## config.mk

```make
export PLATFORM = sky130hd
export DESIGN_NAME = rwhead_mode_ctl
export DESIGN_NICKNAME = d
export VERILOG_FILES = /design/src/rtl/rwh_pkg.sv /design/src/rtl/rwh_regs.sv /design/src/rtl/rwh_fsm.sv /design/src/rtl/rwh_head_dec.sv /design/src/rtl/rwhead_mode_ctl.sv
export SDC_FILE = /design/constraint.sdc
export NUM_CORES = 1
export LEC_CHECK = 0
export BUFFER_PORTS_ARGS = -buffer_cell sky130_fd_sc_hd__buf_4
export CAP_MARGIN = 30
export CORE_MARGIN = 4
export CORE_UTILIZATION = 46
export CTS_CLUSTER_DIAMETER = 60
export DETAILED_ROUTE_END_ITERATION = 8
export PLACE_DENSITY = 0.84
export SLEW_MARGIN = 10
export SYNTH_ARGS = -nofsm -noshare
export SYNTH_HDL_FRONTEND = slang
export SYNTH_SLANG_ARGS = --single-unit
```

## constraint.sdc

```tcl
create_clock -name clk -period 3.5 [get_ports clk]
set_input_delay 0.35 -clock clk [delete_from_list [all_inputs] [get_ports clk]]
set_output_delay 0.35 -clock clk [all_outputs]
set_load 0.01 [all_outputs]
```

## src/rtl/rwh_pkg.sv

```systemverilog
package rwh_pkg;
   typedef enum logic [2:0] {
      ST_SLEEP = 3'd0,
      ST_STBY  = 3'd1,
      ST_READ  = 3'd2,
      ST_WRITE = 3'd3,
      ST_WEXIT = 3'd4
   } rwh_state_e;

   typedef enum logic [1:0] {
      MD_SLEEP  = 2'b00,
      MD_STBY   = 2'b01,
      MD_ACTIVE = 2'b10,
      MD_RSVD   = 2'b11
   } rwh_mode_e;
endpackage

```

## src/rtl/rwh_regs.sv

```systemverilog
module rwh_regs
   import rwh_pkg::*;
#(
   parameter int ADDR_W = 4,
   parameter int DATA_W = 8,
   parameter int HSEL_W = 4
) (
   input  logic              clk,
   input  logic              rst_n,
   input  logic              we,
   input  logic [ADDR_W-1:0] addr,
   input  logic [DATA_W-1:0] wdata,
   output rwh_mode_e         mode_o,
   output logic [HSEL_W-1:0] head_o,
   output logic              drive_cur_o,
   output logic              pair_n_o
);
   localparam logic [ADDR_W-1:0] A_HEAD = ADDR_W'(0);
   localparam logic [ADDR_W-1:0] A_CFG  = ADDR_W'(1);
   localparam logic [ADDR_W-1:0] A_MODE = ADDR_W'(2);
   localparam int MODE_LSB = 0;
   localparam int PAIR_BIT = 2;

   initial begin : p_param_check
      assert (DATA_W >= HSEL_W && DATA_W >= PAIR_BIT + 1)
         else $error("rwh_regs: DATA_W too narrow for the fields");
   end

   logic [1:0]        mode_q;
   logic [HSEL_W-1:0] head_q;
   logic              drv_q;
   logic              pair_n_q;

   always_ff @(posedge clk) begin
      if (!rst_n) begin
         mode_q   <= 2'b00;
         head_q   <= '0;
         drv_q    <= 1'b0;
         pair_n_q <= 1'b1;
      end else if (we) begin
         case (addr)
            A_HEAD: head_q <= wdata[HSEL_W-1:0];
            A_CFG:  drv_q  <= wdata[0];
            A_MODE: begin
               mode_q   <= wdata[MODE_LSB +: 2];
               pair_n_q <= wdata[PAIR_BIT];
            end
            default: ;
         endcase
      end
   end

   logic unused_wdata;
   assign unused_wdata = ^wdata;

   assign mode_o      = rwh_mode_e'(mode_q);
   assign head_o      = head_q;
   assign drive_cur_o = drv_q;
   assign pair_n_o    = pair_n_q;
endmodule

```

## src/rtl/rwh_fsm.sv

```systemverilog
module rwh_fsm
   import rwh_pkg::*;
(
   input  logic       clk,
   input  logic       rst_n,
   input  rwh_mode_e  mode,
   input  logic       rd_wr_n,
   output rwh_state_e state_o
);
   rwh_state_e st_q, st_d;

   always_comb begin
      st_d = st_q;
      case (mode)
         MD_ACTIVE: begin
            case (st_q)
               ST_READ:  if (!rd_wr_n) st_d = ST_WRITE;
               ST_WRITE: if (rd_wr_n)  st_d = ST_READ;
               default:  st_d = ST_READ;
            endcase
         end
         MD_STBY: st_d = (st_q == ST_WRITE) ? ST_WEXIT : ST_STBY;
         default: st_d = (st_q == ST_WRITE) ? ST_WEXIT : ST_SLEEP;
      endcase
   end

   always_ff @(posedge clk) begin
      if (!rst_n) st_q <= ST_SLEEP;
      else        st_q <= st_d;
   end

   assign state_o = st_q;

   AST_WRITE_FROM_READ: assert property (@(posedge clk) disable iff (!rst_n)
      (st_q == ST_WRITE) |-> ($past(st_q) == ST_READ || $past(st_q) == ST_WRITE));
   AST_NO_DIRECT_IDLE: assert property (@(posedge clk) disable iff (!rst_n)
      (st_q == ST_SLEEP || st_q == ST_STBY) |-> ($past(st_q) != ST_WRITE));
endmodule

```

## src/rtl/rwh_head_dec.sv

```systemverilog
module rwh_head_dec #(
   parameter int NUM_HEADS   = 12,
   parameter int HSEL_W      = 4,
   parameter int PAIR_OFFSET = 6,
   parameter bit DUAL_EN     = 1'b1
) (
   input  logic                 clk,
   input  logic                 rst_n,
   input  logic [HSEL_W-1:0]    head_sel,
   input  logic                 pair_mode,
   input  logic                 rd_act,
   input  logic                 wr_act,
   output logic [NUM_HEADS-1:0] rd_en,
   output logic [NUM_HEADS-1:0] wr_en
);
   initial begin : p_param_check
      assert (HSEL_W >= $clog2(NUM_HEADS))
         else $error("rwh_head_dec: HSEL_W cannot index all heads");
      assert (!DUAL_EN || (PAIR_OFFSET > 0 && 2 * PAIR_OFFSET <= NUM_HEADS))
         else $error("rwh_head_dec: PAIR_OFFSET does not fit NUM_HEADS");
   end

   logic pair_eff;
   logic pair_ok;

   if (DUAL_EN) begin : g_dual
      assign pair_eff = pair_mode;
      assign pair_ok  = head_sel < HSEL_W'(PAIR_OFFSET);
   end else begin : g_single
      logic unused_pair;
      assign unused_pair = pair_mode;
      assign pair_eff    = 1'b0;
      assign pair_ok     = 1'b0;
   end

   for (genvar i = 0; i < NUM_HEADS; i++) begin : g_head
      localparam logic [HSEL_W-1:0] IDX = HSEL_W'(i);
      logic self_hit;
      logic twin_hit;
      assign self_hit = (head_sel == IDX) && (!pair_eff || pair_ok);
      if (DUAL_EN && i >= PAIR_OFFSET) begin : g_twin
         assign twin_hit = pair_eff && pair_ok &&
                           (head_sel == HSEL_W'(i - PAIR_OFFSET));
      end else begin : g_no_twin
         assign twin_hit = 1'b0;
      end
      assign rd_en[i] = rd_act & self_hit;
      assign wr_en[i] = wr_act & (self_hit | twin_hit);
   end

   AST_RD_ONEHOT: assert property (@(posedge clk) disable iff (!rst_n)
      $onehot0(rd_en));
   AST_RD_WR_EXCL: assert property (@(posedge clk) disable iff (!rst_n)
      !((|rd_en) && (|wr_en)));
   AST_WR_PAIR_MAX: assert property (@(posedge clk) disable iff (!rst_n)
      $countones(wr_en) <= 2);
endmodule

```

## src/rtl/rwhead_mode_ctl.sv

```systemverilog
module rwhead_mode_ctl
   import rwh_pkg::*;
#(
   parameter int NUM_HEADS   = 12,
   parameter int HSEL_W      = 4,
   parameter int PAIR_OFFSET = 6,
   parameter bit DUAL_EN     = 1'b1,
   parameter int ADDR_W      = 4,
   parameter int DATA_W      = 8
) (
   input  logic                 clk,
   input  logic                 rst_n,
   input  logic                 reg_we,
   input  logic [ADDR_W-1:0]    reg_addr,
   input  logic [DATA_W-1:0]    reg_wdata,
   input  logic                 rd_wr_n,
   input  logic [1:0]           grp_sel,
   output logic [NUM_HEADS-1:0] rd_head_en,
   output logic [NUM_HEADS-1:0] wr_head_en,
   output logic                 bias_en,
   output logic                 wcur_en,
   output logic                 flt_det_en,
   output logic                 rd_out_oe,
   output logic                 flt_out_oe,
   output logic                 writer_gnd,
   output logic                 wr_drive_cur
);
   rwh_mode_e         mode;
   rwh_state_e        state;
   logic [HSEL_W-1:0] head;
   logic              pair_n;
   logic              rd_act, wr_act, live;

   rwh_regs #(.ADDR_W(ADDR_W), .DATA_W(DATA_W), .HSEL_W(HSEL_W)) u_regs (
      .clk(clk), .rst_n(rst_n), .we(reg_we), .addr(reg_addr), .wdata(reg_wdata),
      .mode_o(mode), .head_o(head), .drive_cur_o(wr_drive_cur), .pair_n_o(pair_n)
   );

   rwh_fsm u_fsm (
      .clk(clk), .rst_n(rst_n), .mode(mode), .rd_wr_n(rd_wr_n), .state_o(state)
   );

   assign rd_act = (state == ST_READ) || (state == ST_WEXIT);
   assign wr_act = (state == ST_WRITE);
   assign live   = rd_act || wr_act;

   rwh_head_dec #(
      .NUM_HEADS(NUM_HEADS), .HSEL_W(HSEL_W),
      .PAIR_OFFSET(PAIR_OFFSET), .DUAL_EN(DUAL_EN)
   ) u_dec (
      .clk(clk), .rst_n(rst_n), .head_sel(head),
      .pair_mode(!pair_n && (&grp_sel)),
      .rd_act(rd_act), .wr_act(wr_act),
      .rd_en(rd_head_en), .wr_en(wr_head_en)
   );

   assign bias_en    = live;
   assign flt_det_en = live;
   assign rd_out_oe  = live;
   assign flt_out_oe = live;
   assign wcur_en    = wr_act;
   assign writer_gnd = !wr_act;

   AST_WRITE_AFTER_BIAS: assert property (@(posedge clk) disable iff (!rst_n)
      $rose(wcur_en) |-> $past(bias_en));
   AST_RELEASE_AFTER_WCUR: assert property (@(posedge clk) disable iff (!rst_n)
      $fell(rd_out_oe) |-> !$past(wcur_en));
   AST_GND_WHEN_IDLE: assert property (@(posedge clk) disable iff (!rst_n)
      !rd_out_oe |-> (writer_gnd && !wcur_en && !bias_en));
endmodule

```

==> summary.md, run 1 <==
| Metric | Value |
|---|---|
| Outcome | `finished, final reports clean` |
| Rel. slew slack | `just over 70%` |
| Post-synth ARST share | `0%` |
| Power density cells | `between 200 and 250 nW/um^2` |
| Max Clk Rate | `523 MHz` |
| Final wirelength | `between 2 and 2.5 mm` |
| Synth top area cells | `dfxtp_1, mux2i_1, nand2_1, nor2_1, nor3_1` |
| Count of distinct cell types in the synthesized netlist | `34` |
| Initial core utilization | `about 49%` |
| Multi-input gate area | `between 500 and 600 um^2` |
| Total core area | `roughly 1700 um^2` |
| Root buffer cell | `clkbuf_4` |
| Most used flip-flop cell after synthesis | `dfxtp_1` |
| Hold Slack | `0.321 ns` |
| Post-synth top area share | `between 20% and 30%` |
| Syn Inst Count | `roughly 110` |
| Worst-path maximum fanout | `4` |
| Synthesized cell area | `around 850 um^2` |
| CP endpoint kind | `output port` |
| PortBufs | `44` |
| DR iter-0 viols | `12` |
| FILL cells | `160` |
| Cts hold-fix bufs | `0` |
| CTS HTree Levels | `1` |
| Maximum vdd drop | `approximately 170 uV` |
| Met1 global-route usage | `17.8%` |
| DR WL/cell | `between 10 and 15 um` |
| Syn nets | `between 100 and 150` |
| Pin count of the biggest net entering global routing | `16` |
| Placer Congestion | `0.703` |
| Post-route ant nets | `0` |
| Vias in the first global route | `around 770` |
| Avg Cell Area, Syn | `7.55 um^2` |
| Ys Warns | `0` |
| Die Ht | `50.9 um` |
| Leak | `0.590 nW` |
| # IOs | `between 40 and 50` |
| CTS tree | `done` |
| Vias post-DR | `slightly below 900` |
| Clock Skew | `roughly 0.001 ns` |
| Post-CTS Resized | `0` |
| Final Max Tran Viols | `0` |
| Yosys reg bits | `11` |
| RSZ-0062 raised after global routing | `no` |
| P&R area growth vs syn | `39.6%` |
| Remaining DRCs | `0` |
| Final Cell Area | `1180 um^2` |
| # Post-CTS Setup Buffers | `0` |
| Critical Path RT | `about 3.2 ns` |
| Layout cells sized above 1 | `between 30% and 40%` |
| Detailed Routing Iterations Pass 1 | `4` |
| Slew @ Worst Pin | `approximately 0.44 ns` |
| Global-route wire length before repair | `between 3 and 4 mm` |
| Final nets | `172` |
| Number of synthesized flops with an enable pin | `0` |
| # diodes | `0` |
| Hold WC Path Type | `input pin to flip-flop` |
| Clock network latency to the later pin of the worst-skew pair | `about 0.27 ns` |
| Crit path time final | `1.91 ns` |
| Num rows | `15` |
| Final TNS setup | `0 ns` |
| Busiest layer in global routing | `met2` |
| Arrival time of the worst setup path | `around 1.6 ns` |
| Cell taking the most area after synthesis | `dfxtp_1` |
| Vias per inst | `between 5 and 6` |
| CTS buffer count | `3` |
| Register area share after synthesis | `a little over a quarter` |
| CTS Buffer Depth | `2` |
| Met3 Usage GRT | `around 3.2%` |
| Worst-path clk slew | `approximately 0.070 ns` |
| Clk sinks | `11` |
| Die Footprint | `about 2600 um^2` |
| Die Width | `between 50 and 60 um` |
| Power, Total | `between 0.2 and 0.25 mW` |
| Remaining Overflow, GRT | `0` |
| Max-Cap Viols | `0` |
| Final Cycle Share | `between 50% and 60%` |
| WS Path Type | `flip-flop to output port` |
| Final Setup Violations | `0` |
| Initial antenna violation count | `0` |
| Final Util | `68.4%` |
| Critical path startpoint category | `flip-flop` |
| Met2 Use GR | `roughly 29%` |
| Hold Violations, Final | `0` |
| Flop2flop setup slack | `~2.2 ns` |
| Area after DPL | `about 1200 um^2` |
| Sequential cell area | `~220 um^2` |
| Final HPWL DP | `around 1.7 mm` |
| GRT Total Usage | `approximately 16%` |
==> cells by family after synthesis <==
group	count (synthesis)	synth area share, %
fa+ha+maj	2	2.96
compound gates	5	4.44
xor+xnor	1	1.04
mux	10	11.8
simple gates	68	44.8
buf+inv	15	8.87
flops	11	26.0
==> cells in the mapped netlist, drive strengths merged (2+ instances only) <==
master	n
nor4	2
nor2b	4
nand2	15
buf	8
nor2	15
mux2i	10
nor3	11
nand3b	5
nand2b	3
ha	2
and2	2
inv	6
nor4b	2
nand3	2
dfxtp	11
==> state kept, by name (all words and copies together) (netlist names) <==
name	flops
u_regs.pair_n_o	1
u_regs.drive_cur_o	1
u_regs.head_o	4
u_fsm.state_o	3
u_regs.mode_o	2
==> layout make-up <==
class,count,share of cell area [%]
Multi-Input combinational cell,86,46.6
Timing Repair Buffer,44,28.0
Sequential cell,11,18.6
Tap cell,25,2.65
Clock buffer,4,2.22
Inverter,6,1.91
==> final timing paths <==
path | start | endpoint | depth (start not counted)
hold / removal | reg_wdata[3] | u_regs.head_o[3]$_SDFFE_PN0P_ | 3
setup / recovery | u_fsm.state_o[1]$_SDFFE_PN0P_ | rd_head_en[4] | 4
setup reg to reg | u_regs.mode_o[0]$_SDFFE_PN0P_ | u_fsm.state_o[0]$_SDFFE_PN0P_ | 5
hold reg to reg | u_regs.mode_o[1]$_SDFFE_PN0P_ | u_regs.mode_o[1]$_SDFFE_PN0P_ | 2
==> cell usage in the layout, fill, tap and decap left out, drive strengths merged <==
master  instances
buf            44
nand4b          1
and3b           1
nor3b           1
nor4            2
ha              2
nor4b           2
nor2           15
dfxtp          11
nand2          15
a21oi           1
xor2            1
a21bo           1
clkbuf          4
nand2b          3
o22ai           1
or2b            1
o41ai           1
and2b           1
and2            2
nand3           2
or4             1
nor3           11
nor2b           4
and3            1
o211ai          1
mux2i          10
inv             6
nand3b          5
==> metal layers <==
metal | routed length, um | share of wire [%] | up-vias
met5 | 0 | 0 | -
met4 | 53 | 2.6 | 0
met3 | 157 | 7.7 | 7
met2 | 1010 | 50 | 40
met1 | 822 | 40 | 379
li1 | - | - | 455
==> stage by stage <==
| step | std cells | setup WS [ns] |
|---|---|---|
| floorplan | 112 | 2.00 |
| global placement | 172 | 1.93 |
| detailed placement | 172 | 1.89 |
| CTS | 176 | 1.58 |
| global route | 176 | 1.47 |
| finish | 176 | 1.59 |
==> critical path: stages, from the launching register on <==
cell and delay, ns:
dfxtp_1 0.41, xor2_1 0.30, nand3b_1 0.20, nor3_1 0.22
buf_4 0.17
==> power breakdown <==
part,internal [mW],switching (mW),total [mW]
registers,0.126,0.00221,0.129
clock network,0.0442,0.0448,0.0890
logic,0.0147,0.0116,0.0264
Note: power is estimated with default switching activity, not from simulation.
==> inputs of run 2 (changes only) <==
Settings changed: CORE_UTILIZATION 46 to 43, PLACE_DENSITY 0.84 to 0.79.
Clock period 3.5 ns to 1.95 ns, I/O delays scaled along.
==> summary.md, run 2 (synthesis results as in run 1) <==
| Metric | Value |
|---|---|
| Crit path cell chain | `xor2_1 -> nand3b_1 -> nor3_1 -> buf_4 (unchanged)` |
| Pre-CTS setup slack | `0.486 ns (was 1.89 ns)` |
| Bufs and invs on worst path | `1 (unchanged)` |
| Total core area | `1800 um^2 (was 1730 um^2)` |
| Outcome | `finished, final reports clean (unchanged)` |
| Rel. slew slack | `70.8% (was 70.7%)` |
| Worst-path maximum fanout | `4 (unchanged)` |
| # IOs | `49 (unchanged)` |
| Hold Violations, Final | `0 (unchanged)` |
| Commonest non-fill, non-tap cell in the layout | `buf_4 (unchanged)` |
| Net Sw Frac | `24.1% (was 24.0%)` |
| WS Path Type | `flip-flop to output port (unchanged)` |
| Power density cells | `367 nW/um^2 (was 207 nW/um^2)` |
| Initial core utilization | `46.9% (was 49.0%)` |
| DR iter-0 viols | `7 (was 12)` |
| Final Max Tran Viols | `0 (unchanged)` |
| Die Ht | `52.4 um (was 50.9 um)` |
| Seq pwr share | `53.2% (was 52.7%)` |
| Post-CTS Resized | `0 (unchanged)` |
| Placer Congestion | `0.765 (was 0.703)` |
| Cts hold-fix bufs | `0 (unchanged)` |
| # Post-CTS Setup Buffers | `0 (unchanged)` |
| # diodes | `0 (unchanged)` |
| Pin count of the biggest net entering global routing | `16 (unchanged)` |
| Max-Cap Viols | `0 (unchanged)` |
| Layout cells sized above 1 | `34.4% (was 33.8%)` |
| Leak | `0.593 nW (was 0.590 nW)` |
| Remaining Overflow, GRT | `0 (unchanged)` |
| Layout Cells excl Fill | `176 (unchanged)` |
| Vias per inst | `4.98 (was 5.01)` |
| P&R area growth vs syn | `39.8% (was 39.6%)` |
| Slew @ Worst Pin | `0.438 ns (about the same)` |
| RSZ-0062 raised after global routing | `no (unchanged)` |
| Post-route worst setup slack | `0.217 ns (was 1.59 ns)` |
| Largest stage delay, worst path | `0.40 ns (was 0.41 ns)` |
| Post-route ant nets | `0 (unchanged)` |
| Final Cycle Share | `approximately nine tenths` |
| PortBufs | `44 (unchanged)` |
| Gate power share | `10.9% (was 10.8%)` |
| Num rows | `15 (unchanged)` |
| Most frequent cells in the layout | `buf_4, nand2_1, nor2_1 (unchanged)` |
| Final wirelength | `2.07 mm (was 2.05 mm)` |
| Critical Path RT | `1.75 ns (was 3.15 ns)` |
| Final Util | `65.6% (was 68.4%)` |
| CTS HTree Levels | `1 (unchanged)` |
| Die Footprint | `2740 um^2 (was 2590 um^2)` |
| GRT Total Usage | `16.1% (about the same)` |
| FILL cells | `182 (was 160)` |
| Critical path startpoint category | `flip-flop (unchanged)` |
| Remaining DRCs | `0 (unchanged)` |
| Number of flip-flops in the largest register | `4 (unchanged)` |
| Hold WC Path Type | `input pin to flip-flop (unchanged)` |
| Final TNS setup | `0 ns (unchanged)` |
| Maximum vdd drop | `400 uV (was 165 uV)` |
| CTS tree | `done (unchanged)` |
| Clk sinks | `11 (unchanged)` |
| Final nets | `172 (unchanged)` |
| Clock network latency to the later pin of the worst-skew pair | `0.27 ns (about the same)` |
| Clock Skew | `0.00489 ns (was 0.000997 ns)` |
| CP endpoint kind | `output port (unchanged)` |
| Clock share of power | `35.9% (was 36.5%)` |
| Detailed Routing Iterations Pass 1 | `4 (unchanged)` |
| Global-route wire length before repair | `3.28 mm (was 3.21 mm)` |
| Final HPWL DP | `1.72 mm (was 1.69 mm)` |
| Crit path time final | `around 1.7 ns` |
| Max Clk Rate | `around 580 MHz` |
| CTS buffer count | `3 (unchanged)` |
| Internal cell power | `0.329 mW (was 0.185 mW)` |
| Vias in the first global route | `791 (was 766)` |
| Worst-path clk slew | `0.07 ns (about the same)` |
| DR WL/cell | `11.8 um (was 11.6 um)` |
| Vias post-DR | `876 (was 881)` |
| Crit-path slowest cell | `dfxtp_1 (unchanged)` |
| Largest delay share family, worst path | `simple AND/OR/NAND/NOR gates (unchanged)` |
| Die Width | `52.4 um (was 50.9 um)` |
| Arrival time of the worst setup path | `1.54 ns (was 1.56 ns)` |
| Initial antenna violation count | `0 (unchanged)` |
| Switching pwr | `0.104 mW (was 0.0586 mW)` |
| Cells after DPL | `172 (unchanged)` |
| CTS Buffer Depth | `2 (unchanged)` |
| Root buffer cell | `clkbuf_4 (unchanged)` |
| Final Setup Violations | `0 (unchanged)` |
==> run 2: power by group through the flow <==
stage               clock network (mW)  logic, mW  registers [mW]
global route                     0.169     0.0520           0.231
global placement                     0     0.0456           0.236
finish                           0.156     0.0472           0.231
CTS                              0.162     0.0474           0.231
floorplan                            0     0.0222           0.233
detailed placement                   0     0.0470           0.236
==> run 2: final timing paths <==
| check | startpoint | to | slack [ns] | cells past startpoint |
|---|---|---|---|---|
| setup / recovery | u_fsm.state_o[1]$_SDFFE_PN0P_ | rd_head_en[7] | 0.22 | 4 |
| hold / removal | reg_wdata[3] | u_regs.head_o[3]$_SDFFE_PN0P_ | 0.18 | 3 |
| setup reg to reg | u_regs.mode_o[0]$_SDFFE_PN0P_ | u_fsm.state_o[0]$_SDFFE_PN0P_ | 0.64 | 5 |
| hold reg to reg | u_regs.mode_o[0]$_SDFFE_PN0P_ | u_regs.mode_o[0]$_SDFFE_PN0P_ | 0.49 | 2 |
==> run 2: worst register-to-register path: stages, from the launching register on <==
cell	delay, ns
dfxtp_1	0.33
inv_1	0.06
ha_1	0.16
inv_1	0.07
or4_1	0.52
o41ai_1	0.07
==> run 2: through the flow <==
stage / area (um^2) / hold slack (ns) / power [mW]
2_1_floorplan: 846 / 0.337 / 0.256
3_3_place_gp: 1150 / 0.456 / 0.282
3_5_place_dp: 1150 / 0.458 / 0.283
4_1_cts: 1180 / 0.168 / 0.440
5_1_grt: 1180 / 0.176 / 0.453
6_report: 1180 / 0.178 / 0.434
==> run 2: area by class of cell <==
class / instances / area [um^2] / share of cell area [%]
clock buffers: 3 / 22.5 / 1.90
clock inverters: 1 / 5.00 / 0.423
inverters: 6 / 22.5 / 1.90
multi-input cells: 86 / 551 / 46.6
flip-flops and latches: 11 / 220 / 18.6
well taps: 25 / 31.3 / 2.65
repair buffers: 44 / 330 / 27.9
==> run 2: per-layer routing <==
metal | track usage (%) | vias to the layer above | wire (um)
met5 | 0 | - | 0
met4 | 8.94 | 0 | 41
met3 | 3.70 | 4 | 144
met2 | 28.1 | 30 | 1040
met1 | 17.8 | 384 | 841
li1 | - | 458 | -
